==> config.mk <==
export PLATFORM = sky130hd
export DESIGN_NAME = csa_modmul
export DESIGN_NICKNAME = d
export VERILOG_FILES = /design/src/rtl/csa_modmul.sv
export SDC_FILE = /design/constraint.sdc
export NUM_CORES = 1
export LEC_CHECK = 0
export ABC_AREA = 1
export BUFFER_PORTS_ARGS = -buffer_cell sky130_fd_sc_hd__buf_2
export CORE_ASPECT_RATIO = 1.5
export CORE_MARGIN = 8
export CORE_UTILIZATION = 55
export DETAILED_ROUTE_END_ITERATION = 10
export GPL_TIMING_DRIVEN = 0
export HOLD_SLACK_MARGIN = 0.05
export PLACE_DENSITY = 0.8
export SYNTH_ARGS = -nofsm -noshare
export SYNTH_HDL_FRONTEND = slang
export SYNTH_SLANG_ARGS = --single-unit
==> constraint.sdc <==
create_clock -name clk -period 7.1 [get_ports clk]
set_input_delay 0.355 -clock clk [delete_from_list [all_inputs] [get_ports clk]]
set_output_delay 0.355 -clock clk [all_outputs]
set_load 0.05 [all_outputs]
==> src/rtl/csa_modmul.sv <==
module csa_modmul #(
  parameter int K = 16
) (
  input  logic         clk,
  input  logic         rst_n,
  input  logic         start,
  input  logic [K-1:0] x_in,
  input  logic [K-1:0] y_in,
  input  logic [K-1:0] mod_in,
  output logic         done,
  output logic [K-1:0] prod
);
  localparam int W  = K + 2;
  localparam int CW = $clog2(K + 1);

  typedef enum logic [1:0] {S_IDLE, S_DBL, S_ADD, S_FIN} st_t;

  st_t           st;
  logic [W-1:0]  ps, pc;
  logic [K-1:0]  xr, yr, mr;
  logic [CW-1:0] cnt;

  logic [W-1:0] mext, mneg, yadd;
  assign mext = {2'b00, mr};
  assign mneg = ~mext + 1'b1;
  assign yadd = xr[K-1] ? {2'b00, yr} : '0;

  // add stage: one full-adder layer folding y into the pair
  logic [W-1:0] a_s, a_mj;
  assign a_s  = ps ^ pc ^ yadd;
  assign a_mj = (ps & pc) | (ps & yadd) | (pc & yadd);

  // pair entering the reduction step
  logic [W-1:0] r_s, r_c;
  assign r_s = (st == S_ADD) ? a_s : {ps[W-2:0], 1'b0};
  assign r_c = (st == S_ADD) ? {a_mj[W-2:0], 1'b0} : {pc[W-2:0], 1'b0};

  // quotient digit from the top four bits of both words
  logic [3:0] est;
  logic       q_sub, q_add;
  assign est   = r_s[W-1:W-4] + r_c[W-1:W-4];
  assign q_sub = ~est[3] & (est != 4'd0);
  assign q_add = est[3] & (est != 4'hF);

  logic [W-1:0] rd, n_s, n_mj;
  assign rd   = q_sub ? mneg : (q_add ? mext : '0);
  assign n_s  = r_s ^ r_c ^ rd;
  assign n_mj = (r_s & r_c) | (r_s & rd) | (r_c & rd);

  // final merge and sign correction
  logic [K:0]   tot;
  logic [K-1:0] fixed;
  assign tot   = ps[K:0] + pc[K:0];
  assign fixed = tot[K] ? (tot[K-1:0] + mr) : tot[K-1:0];

  always_ff @(posedge clk or negedge rst_n) begin
    if (!rst_n) begin
      st   <= S_IDLE;
      ps   <= '0;
      pc   <= '0;
      xr   <= '0;
      yr   <= '0;
      mr   <= '0;
      cnt  <= '0;
      done <= 1'b0;
      prod <= '0;
    end else begin
      done <= 1'b0;
      case (st)
        S_IDLE: if (start) begin
          xr  <= x_in;
          yr  <= y_in;
          mr  <= mod_in;
          ps  <= '0;
          pc  <= '0;
          cnt <= '0;
          st  <= S_DBL;
        end
        S_DBL: begin
          ps <= n_s;
          pc <= {n_mj[W-2:0], 1'b0};
          st <= S_ADD;
        end
        S_ADD: begin
          ps  <= n_s;
          pc  <= {n_mj[W-2:0], 1'b0};
          xr  <= {xr[K-2:0], 1'b0};
          cnt <= cnt + 1'b1;
          st  <= (cnt == CW'(K - 1)) ? S_FIN : S_DBL;
        end
        default: begin
          prod <= fixed;
          done <= 1'b1;
          st   <= S_IDLE;
        end
      endcase
    end
  end

  logic [W-1:0] red_sum;
  assign red_sum = ps + pc;

  assert_bounded_R9: assert property (@(posedge clk) disable iff (!rst_n)
    (st != S_IDLE) |-> ($signed(red_sum) < $signed(mext)) &&
                       ($signed(red_sum) >= -$signed(mext)));

  assert_single_pulse_R6: assert property (@(posedge clk) disable iff (!rst_n)
    done |=> !done);

  assert_in_range_R2: assert property (@(posedge clk) disable iff (!rst_n)
    done |-> (prod < mr));

  assert_busy_ignores_start_R7: assert property (@(posedge clk) disable iff (!rst_n)
    (st != S_IDLE) |=> ($stable(mr) && $stable(yr)));

  assert_prod_held_R8: assert property (@(posedge clk) disable iff (!rst_n)
    !done |=> (!done -> $stable(prod)));

endmodule

# After elaboration in Yosys (flattened, before gate mapping)
# Index checks and enable logic that the tools add are counted.
[op_classes] n_addsub=5 multipliers=0 div=0 n_lt_le_gt_ge=0 n_eq_ne=5 shift=0 n_mux=17 bitwise=18 n_reduce_logical=9
[op_table] operator="$mux W18" n=4
[op_table] operator="$pmux W18 S2" n=2
[op_table] operator="$and A17 B17 Y17" n=4
[op_table] operator="$or A17 B17 Y17" n=4
[op_table] operator="$mux W16" n=4
[op_table] operator="$xor A18 B18 Y18" n=3
[op_table] operator="$and A17 B16 Y17" n=2
[op_table] operator="$pmux W16 S2" n=1
[op_table] operator="$add A18 B1 Y18 const B" n=1
[op_table] operator="$not A16 Y18" n=1
[op_table] operator="$xor A18 B16 Y18" n=1
[op_table] operator="$add A17 B17 Y17" n=1
[op_table] operator="$add A16 B16 Y16" n=1
[op_table] operator="$pmux W5 S2" n=1
[op_table] operator="$pmux W2 S3" n=1
[op_table] operator="$reduce_and A2 Y1" n=3
[op_table] operator="$add A5 B1 Y5 const B" n=1
[op_table] operator="$eq A5 B4 Y1 const B" n=1
[op_table] operator="$mux W5" n=1
[op_table] operator="$add A4 B4 Y4" n=1
[op_table] operator="$mux W2" n=2
[op_table] operator="$ne A4 B4 Y1 const B" n=1
[op_table] operator="$reduce_bool A2 Y1" n=2
[op_table] operator="$reduce_bool A4 Y1" n=1
[op_table] operator="other kinds (9)" n=10
[totals] register_bits=108 latch_bits=0 ramBits=0 rom_bits=0 input_bits=51 memories=0

# Longest topological paths before layout
# Gate-level depths: netlist of the first run.
[depth] depth_word=14 ltp_mapped=25 mapped_depth_nobuf=25

# Worst setup path after synthesis of the first run
# No wires, ideal clock.
[synth_path] path_type="register to register" from="register xr[15]" to="register ps[14]" setup_ns=0.121 arrival_time_ns=3.588 required_ns=6.979 setup_slack_ns=3.391 stages_incl_launch_ff=16 n_path_buf=3 period_less_slack_ns=3.709 cell_sequence="dfrtp_1 > clkbuf_1 > clkbuf_1 > nand2_1 > fa_1 > o21ai_0 > ha_1 > inv_1 > fa_1 > xor2_1 > nand3b_1 > nand3_2 > buf_2 > a21oi_1 > fa_1 > a22o_1"
[synth_via] elab_chain_cells=12 word_cells_on_any_way=19 cone_classes="add/sub: 1; eq/ne: 1; mux: 6; bitwise: 10; reduce/logical: 1"
[synth_lines] element="start: declaration" line_no="20" source="logic [K-1:0] xr, yr, mr;"
[synth_lines] element="start signal: assignment" line_no="71" source="xr <= x_in;"
[synth_lines] element="start signal: assignment" line_no="87" source="xr <= {xr[K-2:0], 1'b0};"
[synth_lines] element="$mux W16 *" line_no="26" source="assign yadd = xr[K-1] ? {2'b00, yr} : '0;"
[synth_lines] element="$and A17 B16 Y17" line_no="31" source="assign a_mj = (ps & pc) | (ps & yadd) | (pc & yadd);"
[synth_lines] element="$or A17 B17 Y17 (2 in a row)" line_no="31"
[synth_lines] element="$mux W18" line_no="36" source="assign r_c = (st == S_ADD) ? {a_mj[W-2:0], 1'b0} : {pc[W-2:0], 1'b0};"
[synth_lines] element="$add A4 B4 Y4" line_no="41" source="assign est = r_s[W-1:W-4] + r_c[W-1:W-4];"
[synth_lines] element="$ne A4 B4 Y1" line_no="43" source="assign q_add = est[3] & (est != 4'hF);"
[synth_lines] element="$and A1 B1 Y1" line_no="43"
[synth_lines] element="$mux W16" line_no="46" source="assign rd = q_sub ? mneg : (q_add ? mext : '0);"
[synth_lines] element="$mux W18" line_no="46"
[synth_lines] element="$xor A18 B18 Y18 *" line_no="47" source="assign n_s = r_s ^ r_c ^ rd;"
[synth_lines] element="$pmux W18 S2 *" line_no="69" source="case (st)"
[synth_lines] element="end signal: assignment" line_no="80" source="ps <= n_s;"
[synth_lines] element="end signal: assignment" line_no="85" source="ps <= n_s;"
[synth_lines] element="end: declaration" line_no="19" source="logic [W-1:0] ps, pc;"
# Every way passes the cells marked *; elsewhere a longest branch is shown, timed or not.
# A chain may end at the register's enable or synchronous reset.

# Worst setup path after layout of the first run
[layout_path] from="register st[0]" to="register ps[14]"
[layout_via] elab_chain_cells=9 word_cells_on_any_way=20 cone_classes="add/sub: 1; eq/ne: 4; mux: 5; bitwise: 5; reduce/logical: 5"
[layout_lines] element="start: declaration" line_no="18" source="st_t st;"
[layout_lines] element="start signal: assignment" line_no="89" source="st <= (cnt == CW'(K - 1)) ? S_FIN : S_DBL;"
[layout_lines] element="$eq A2 B2 Y1" line_no="35, 36, 69"
[layout_lines] element="$mux W18 (on tied branches)" line_no="35, 36"
[layout_lines] element="$add A4 B4 Y4" line_no="41"
[layout_lines] element="$ne A4 B4 Y1" line_no="43"
[layout_lines] element="$and A1 B1 Y1" line_no="43"
[layout_lines] element="$mux W16" line_no="46"
[layout_lines] element="$mux W18" line_no="46"
[layout_lines] element="$xor A18 B18 Y18" line_no="47"
[layout_lines] element="$pmux W18 S2" line_no="69"
# Several ways; a longest one is shown, not always the timed one.

==> results_dict.tcl, run 1 <==
set metrics [dict create \
    hpwl_um 17500 \
    grt_pass1_wl_um 36400 \
    cp.arrival_ns 4.88 \
    end_kind "flip-flop" \
    clock-sinks 107 \
    synthCells 1074 \
    crit_type "reg -> reg" \
    timing.rr.start "st[0]" \
    synth_top_area_share_pct 34.1 \
    r2r_slack_ns 2.48 \
    critPathMaxFanout 10 \
    dieArea_um2 18400 \
    ys_seq_area_share_pct 34.1 \
    drt_pre_antenna_iters 5 \
    ctsHoldBuffers 0 \
    nFillCells 1260 \
    antenna_found_initial 0 \
    overflow 0 \
    viasPerCell 5.41 \
    period_share_pct 65.0 \
    drc 0 \
    cts_tree "built" \
    io_buffers 67 \
    slew_headroom_pct 42.1 \
    ys_ff_latch 107 \
    status "complete, no violations" \
    finalSetupViolations 0 \
    antenna_left 0 \
    coreArea_um2 14000 \
    rsz0062_at_grt "false" \
    initial_core_util_pct 56.0 \
    io_pins 68 \
    root_buffer "clkbuf_16" \
    drv_slew 0 \
    hp-class "in -> async" \
    area_growth_pct 11.7 \
    die_w_um 113 \
    drv_cap 0 \
    worstSkewPairLatency_ns 0.36 \
    cts_resized 0 \
    regArea_um2 2680 \
    drtIter0Drc 372 \
    track_usage_pct 24.9 \
    synth.largest_area_cell "dfrtp_1" \
    dieHeight_um 162 \
    grt_max_degree 62 \
    syn_avg_cell_area_um2 7.30 \
    antenna_cells 0 \
    multi_input_area_um2 4470 \
    numCtsBuffers 9 \
    tns_ns 0 \
    ys_warn_count 0 \
    synth.area.top_cells "dfrtp_1 34%, nand2_1 18%, fa_1 8.7%, ha_1 6.7%, inv_1 6.5%" \
    drive_gt1_share_pct 8.55 \
    path_clk_slew_ns 0.08 \
    syn_area_um2 7840 \
    max_freq_mhz 217 \
    r2r-end "ps[14]" \
    postRouteWirelength_um 21900 \
    vias 7297 \
    finClkSkew_ns 0.00698 \
    h-tree-depth 3 \
    grt_pass1_vias 7477 \
    yosys.cell_types.count 36 \
    placementRows 53 \
    cts_setup_buffers 0 \
    cts.path.max_buffers 2 \
    finalNetCount 1280 \
    max_slew.worst_pin.slew_ns 0.868 \
    critPathRequiredTime_ns 7.36 \
    final-hold-violation-count 0 \
    r2r_cells 16 \
    synth_nets 1201 \
    fin_crit_ns 4.62 \
    wire_per_inst_um 16.2 \
    gp_congestion 0.938 \
    critPathLaunchType "flip-flop" \
]
-- worst max-delay path by stage --
stage,cells past startpoint,to,startpoint,slack [ns]
detailed placement,16,ps[14],st[0],2.55
global route,16,ps[14],st[0],2.29
global placement,16,ps[14],st[0],2.60
finish,16,ps[14],st[0],2.48
CTS,16,ps[14],st[0],2.53
floorplan,15,ps[14],xr[15],3.39
-- cell families after synthesis --
kind of cell,share of synthesized area (%)
flops,34.1
fa+ha+maj,15.4
simple gates,26.0
compound gates,12.3
xor+xnor,3.35
buf+inv,8.84
-- stage by stage --
stage	util [%]	instance area [µm²]	cells	setup WS (ns)	hold WS, ns
after global routing	62.6	8760	1350	2.29	0.174
final	62.6	8760	1350	2.48	0.0876
after detailed placement	60.4	8450	1334	2.55	0.460
after CTS	62.6	8760	1350	2.53	0.138
after global placement	60.2	8420	1333	2.60	0.457
after floorplan	-	7840	1074	3.39	0.0594
-- area by class of cell --
class                           count  area share, %
Inverter                          140           6.00
Timing Repair Buffer               68           4.17
Buffer                             37           1.91
Multi-Input combinational cell    790           51.1
Clock inverter                      7          0.972
Tap cell                          192           2.74
Clock buffer                        9           2.57
Sequential cell                   107           30.6
-- registers in the layout, summed over array words and instances, names as in the netlist --
register and count:
cnt 5, done 1, mr 16, pc 17, prod 16, ps 18, st 2, xr 16
yr 16
-- Yosys cell counts --
library cell	n
a21o_1	1
a21oi_1	32
a22o_1	1
a31oi_1	17
and2_1	3
buf_1	1
buf_2	2
buf_4	3
buf_6	2
clkbuf_1	29
clkinv_1	2
dfrtp_1	107
fa_1	34
ha_1	42
inv_1	135
inv_2	3
nand2_1	368
nand2_2	2
nand3_1	46
nand3_2	1
nand3b_1	4
nand4_1	6
nor2_1	66
nor3_1	9
nor4_1	1
o211ai_1	4
o21ai_0	77
o21ai_1	10
o21ai_2	1
o21bai_1	3
o22ai_1	28
o41ai_1	1
or2_1	2
or2_2	1
xnor2_1	6
xor2_1	24
-- worst max-delay path, cell delays in order, from the launching register on --
cell	delay, ns
dfrtp_1	0.38
inv_1	0.09
ha_1	0.20
buf_4	0.17
inv_2	0.13
clkbuf_1	0.39
clkbuf_1	0.47
o21ai_0	0.29
ha_1	0.27
inv_1	0.07
fa_1	0.43
nand3b_1	0.17
nand3_2	0.19
buf_2	0.25
a21oi_1	0.28
fa_1	0.47
a22o_1	0.23
-- placed cells by master, fill, tap and decap left out, drive strengths merged --
cell type  count
o211ai         4
o21ai         88
a21oi         32
xor2          24
ha            42
bufinv         1
clkinvlp       1
and2           3
nand3b         4
clkbuf        38
nor3           9
buf           76
a21o           1
o21bai         3
or2            3
a22o           1
nand2        370
a31oi         17
nand3         47
dfrtp        107
fa            34
o22ai         28
inv          141
nor2          66
nand4          6
clkinv         4
xnor2          6
o41ai          1
nor4           1
-- routing by layer --
metal	track usage, %	routed length, µm	share of wire, %
met2	44.8	11300	51
met4	14.1	1150	5.2
met5	0	0	0
met1	27.0	8410	38
met3	3.98	1060	4.9
Power of run 1 is not shown: default switching activity piles up to over one toggle a cycle in this logic, so the estimate is an artifact.
==> run 2: changes to the inputs <==
- clock period: 7.1 -> 4.66 ns (I/O delays scaled with it)
==> run 2 against run 1 <==
  * Largest cell class unchanged
  * Critical path depth is 1 higher
  * Sequential cell count stayed put
  * Final cell count about the same
  * Register-to-register slack lost 2.3 ns
  * Core utilization grew 0.089 points
  * Critical endpoint unchanged
==> results_dict.tcl, run 2 (synthesis results as in run 1) <==
set metrics [dict create \
    placementRows 53 \
    dieArea_um2 18400 \
    r2r_slack_ns 0.23 \
    viasPerCell 5.42 \
    root_buffer "clkbuf_16" \
    hpwl_um 17500 \
    fin_crit_ns 4.43 \
    critPathLaunchType "flip-flop" \
    grt_max_degree 62 \
    drc 0 \
    cp.arrival_ns 4.69 \
    worstSkewPairLatency_ns 0.36 \
    drive_gt1_share_pct 8.71 \
    max_slew.worst_pin.slew_ns 0.875 \
    critPathRequiredTime_ns 4.92 \
    tns_ns 0 \
    finalSetupViolations 0 \
    gp_congestion 0.938 \
    end_kind "flip-flop" \
    die_w_um 113 \
    clock-sinks 107 \
    antenna_cells 0 \
    final_common_cell "nand2_1" \
    vias 7322 \
    period_share_pct 95.1 \
    max_freq_mhz 226 \
    cts_tree "built" \
    io_buffers 67 \
    final_cell_mix "368 x nand2_1, 135 x inv_1, 107 x dfrtp_1" \
    largest_reg_flops 18 \
    h-tree-depth 3 \
    drtIter0Drc 454 \
    numCtsBuffers 9 \
    critPathMaxFanout 10 \
    cts.path.max_buffers 2 \
    status "complete, no violations" \
    grt_pass1_vias 7478 \
    postRouteWirelength_um 21900 \
    crit_type "reg -> reg" \
    hp-class "in -> reg" \
    finalNetCount 1281 \
    track_usage_pct 25.0 \
    overflow 0 \
    wire_per_inst_um 16.2 \
    initial_core_util_pct 56.0 \
    grt_pass1_wl_um 36500 \
    drv_cap 0 \
    slew_headroom_pct 41.7 \
    drt_pre_antenna_iters 5 \
    regMostFlops "ps" \
    dieHeight_um 162 \
    coreArea_um2 14000 \
    drv_slew 0 \
    finClkSkew_ns 0.00822 \
    antenna_found_initial 0 \
    cts_setup_buffers 0 \
    largestRegisters "ps x18, pc x17" \
    antenna_left 0 \
    area_growth_pct 11.8 \
    path_clk_slew_ns 0.08 \
    rsz0062_at_grt "false" \
    nFillCells 1259 \
    io_pins 68 \
    final-hold-violation-count 0 \
]
==> run 2: changes by cell type in the layout (fill, tap and decap cells not counted), sizes merged <==
cell         before  now
dlygate4sd3       0    1
==> run 2: routing by layer <==
metal / GRT usage [%] / wire length, µm / vias to the layer above
met1: 27.1 / 8410 / 3424
met3: 4.46 / 1080 / 62
met4: 13.2 / 1060 / 0
met5: 0 / 0 / -
li1: - / - / 3588
met2: 45.0 / 11300 / 248
==> run 2: timing repair <==
| item | 4_1_cts | 5_1_grt |
|---|---|---|
| hold buffers | 1 | 0 |
| endpoints found under the setup margin | 0 | 9 |
| resized for setup | 0 | 4 |
| endpoints found under the hold margin | 60 | 0 |
==> run 2: final timing paths <==
check / from / endpoint / cells after the start
max: st[0] / ps[14] / 17
min: y_in[1] / yr[1] / 3
max reg2reg: st[0] / ps[14] / 17
min reg2reg: prod[11] / prod[11] / 2
max in group asynchronous: rst_n / ps[17] / 3
min in group asynchronous: rst_n / ps[8] / 2
==> run 2: cell type report <==
class                      instances  area (µm²)  area share [%]
tap                              192         240            2.74
sequential                       107        2680            30.5
multi-input combinational        790        4470            51.0
inverter                         140         526            5.99
timing repair buffer              69         375            4.28
clock inverter                     7        85.1           0.970
buffer                            37         170            1.94
clock buffer                       9         225            2.57
==> run 2: through the flow <==
step	instance area, µm²	util, %	cells	setup slack (ns)	hold WS, ns
global route	8770	62.7	1351	0.00379	0.0622
floorplan	7840	-	1074	0.951	-0.0626
finish	8770	62.7	1351	0.229	0.0636
detailed placement	8450	60.4	1334	0.108	0.399
CTS	8770	62.7	1351	0.0897	0.0593
global placement	8420	60.2	1333	0.161	0.428
==> run 2: worst max-delay path: stages (launching register included) <==
cell	delay, ns
dfrtp_1	0.40
inv_1	0.12
ha_1	0.16
buf_4	0.17
inv_2	0.09
clkbuf_1	0.25
clkbuf_2	0.29
o21ai_0	0.41
ha_1	0.27
inv_1	0.06
fa_1	0.37
xor2_1	0.16
nand3b_1	0.15
nand3_2	0.19
buf_2	0.25
a21oi_1	0.28
fa_1	0.47
a22o_1	0.23
Power of run 2 is left out for the same reason.
==> run 3: changes to the inputs <==
- REMOVE_ABC_BUFFERS: unset -> 1
==> run 3 against run 2 <==
  * Via count down 3.1%
  * Sequential share of layout area up 0.56 points
  * Critical path depth down 2
  * Register-to-register slack better by 0.19 ns
  * Core utilization down 1.1 points
  * Sequential cell count unchanged
  * Wire length down 9.9%
  * Hold slack worse by 0.0039 ns
  * Non-clock buffer count down 35
  * Setup slack better by 0.19 ns
  * Clock-buffer cell count unchanged
  * Die area unchanged
  * Critical path type unchanged
  * Largest cell class unchanged
==> results_dict.tcl, run 3 (synthesis results as in run 1) <==
set metrics [dict create \
    die_w_um 113 \
    end_kind "flip-flop" \
    period_share_pct 90.9 \
    root_buffer "clkbuf_16" \
    nFillCells 1321 \
    final_cell_mix "368 x nand2_1, 134 x inv_1, 107 x dfrtp_1" \
    multi_input_area_um2 4490 \
    cp.arrival_ns 4.49 \
    clock-sinks 107 \
    drv_slew 0 \
    initial_core_util_pct 56.0 \
    grtUsageMet1_pct 25.2 \
    wire_per_inst_um 15.0 \
    placementRows 53 \
    crit_type "reg -> reg" \
    busiest_layer "met2" \
    path_clk_slew_ns 0.08 \
    final_common_cell "nand2_1" \
    crit_path_cell_trace "inv_1 > ha_4 > inv_4 > o21ai_0 > ha_1 > inv_1 > fa_1 > xor2_1 > nand3b_1 > nand3_2 > inv_2 > o21ai_0 > nand2_1 > fa_1 > o22ai_1" \
    overflow 0 \
    numCtsBuffers 9 \
    status "complete, no violations" \
    cts_tree "built" \
    coreArea_um2 14000 \
    max_freq_mhz 236 \
    antenna_left 0 \
    worstSkewPairLatency_ns 0.36 \
    vias 7092 \
    slew_headroom_pct 37.6 \
    drtIter0Drc 382 \
    track_usage_pct 22.2 \
    area_growth_pct 9.81 \
    finalNetCount 1246 \
    dieHeight_um 162 \
    finalSetupViolations 0 \
    postRouteWirelength_um 19700 \
    grt_pass1_vias 7082 \
    fin_crit_ns 4.24 \
    gp_congestion 0.950 \
    cts.path.max_buffers 2 \
    io_pins 68 \
    antenna_cells 0 \
    grt_pass1_wl_um 33100 \
    finClkSkew_ns 0.0116 \
    critPathRequiredTime_ns 4.91 \
    antenna_found_initial 0 \
    io_buffers 67 \
    grtUsageMet2_pct 40.4 \
    dieArea_um2 18400 \
    rsz0062_at_grt "false" \
    max_slew.worst_pin.slew_ns 0.933 \
    timing.hold.ws_ns 0.0597 \
    regArea_um2 2680 \
    viasPerCell 5.39 \
    largest_reg_flops 18 \
    final-hold-violation-count 0 \
    drive_gt1_share_pct 8.63 \
    regMostFlops "ps" \
    largestRegisters "ps x18, pc x17" \
    met3_usage_pct 3.20 \
    hp-class "in -> reg" \
    drt_pre_antenna_iters 5 \
    grt_max_degree 70 \
    drv_cap 0 \
    h-tree-depth 3 \
    slowest_stage "fa_1" \
    critPathLaunchType "flip-flop" \
    critPathMaxFanout 69 \
    crit_path_max_incr_delay_ns 0.43 \
    hpwl_um 14900 \
    drc 0 \
]
## run 3: worst paths after layout
kind                                 to  slack [ns]  startpoint  depth (start not counted)
worst max register to register    ps[9]        0.42       st[0]                         15
worst max-delay path              ps[9]        0.42       st[0]                         15
max in group asynchronous        pc[16]        3.44       rst_n                          3
min in group asynchronous         yr[0]        0.47       rst_n                          2
worst min-delay path              yr[0]        0.06     y_in[0]                          3
worst min register to register  prod[5]        0.48     prod[5]                          2
## run 3: critical path: cells and delay by family, from the launching register on
family	cells	cell delay, ns
adder cells (fa/ha/maj)	4	1.39
buffers and inverters	4	0.86
AO/OA/AOI/OAI	3	0.70
AND/OR/NAND/NOR	3	0.62
flip-flops	1	0.40
XOR/XNOR	1	0.17
## run 3: per-stage QoR
step | setup TNS, ns | cell area, µm² | worst slack (ns) | util (%) | instances
global placement | -23.31 | 8250 | -0.972 | 59.0 | 1296
global route | 0 | 8610 | 0.102 | 61.5 | 1316
CTS | 0 | 8600 | 0.267 | 61.5 | 1315
finish | 0 | 8610 | 0.423 | 61.5 | 1316
floorplan | 0 | 7670 | 0.271 | - | 1037
detailed placement | -25.93 | 8300 | -0.941 | 59.3 | 1298
## run 3: cell type report
cell class / instances / area share, %
tap: 192 / 2.79
timing repair buffer: 71 / 4.66
inverter: 140 / 6.13
clock inverter: 7 / 0.596
clock buffer: 9 / 2.62
multi-input combinational: 790 / 52.1
sequential: 107 / 31.1
## run 3: routing by layer
layer | share of wire, % | routed length [µm]
met5 | 0 | 0
met4 | 2.4 | 463
met3 | 4.2 | 830
met2 | 54 | 10600
met1 | 40 | 7850
## run 3: repair_timing
item                                    in CTS  in global routing
resized for setup                            3                  0
hold buffers                                 1                  0
hold endpoints to repair                    52                  0
endpoints found under the setup margin      34                  6
pin swaps                                    0                  1
buffers inserted                             0                  1
Power of run 3 is left out for the same reason.
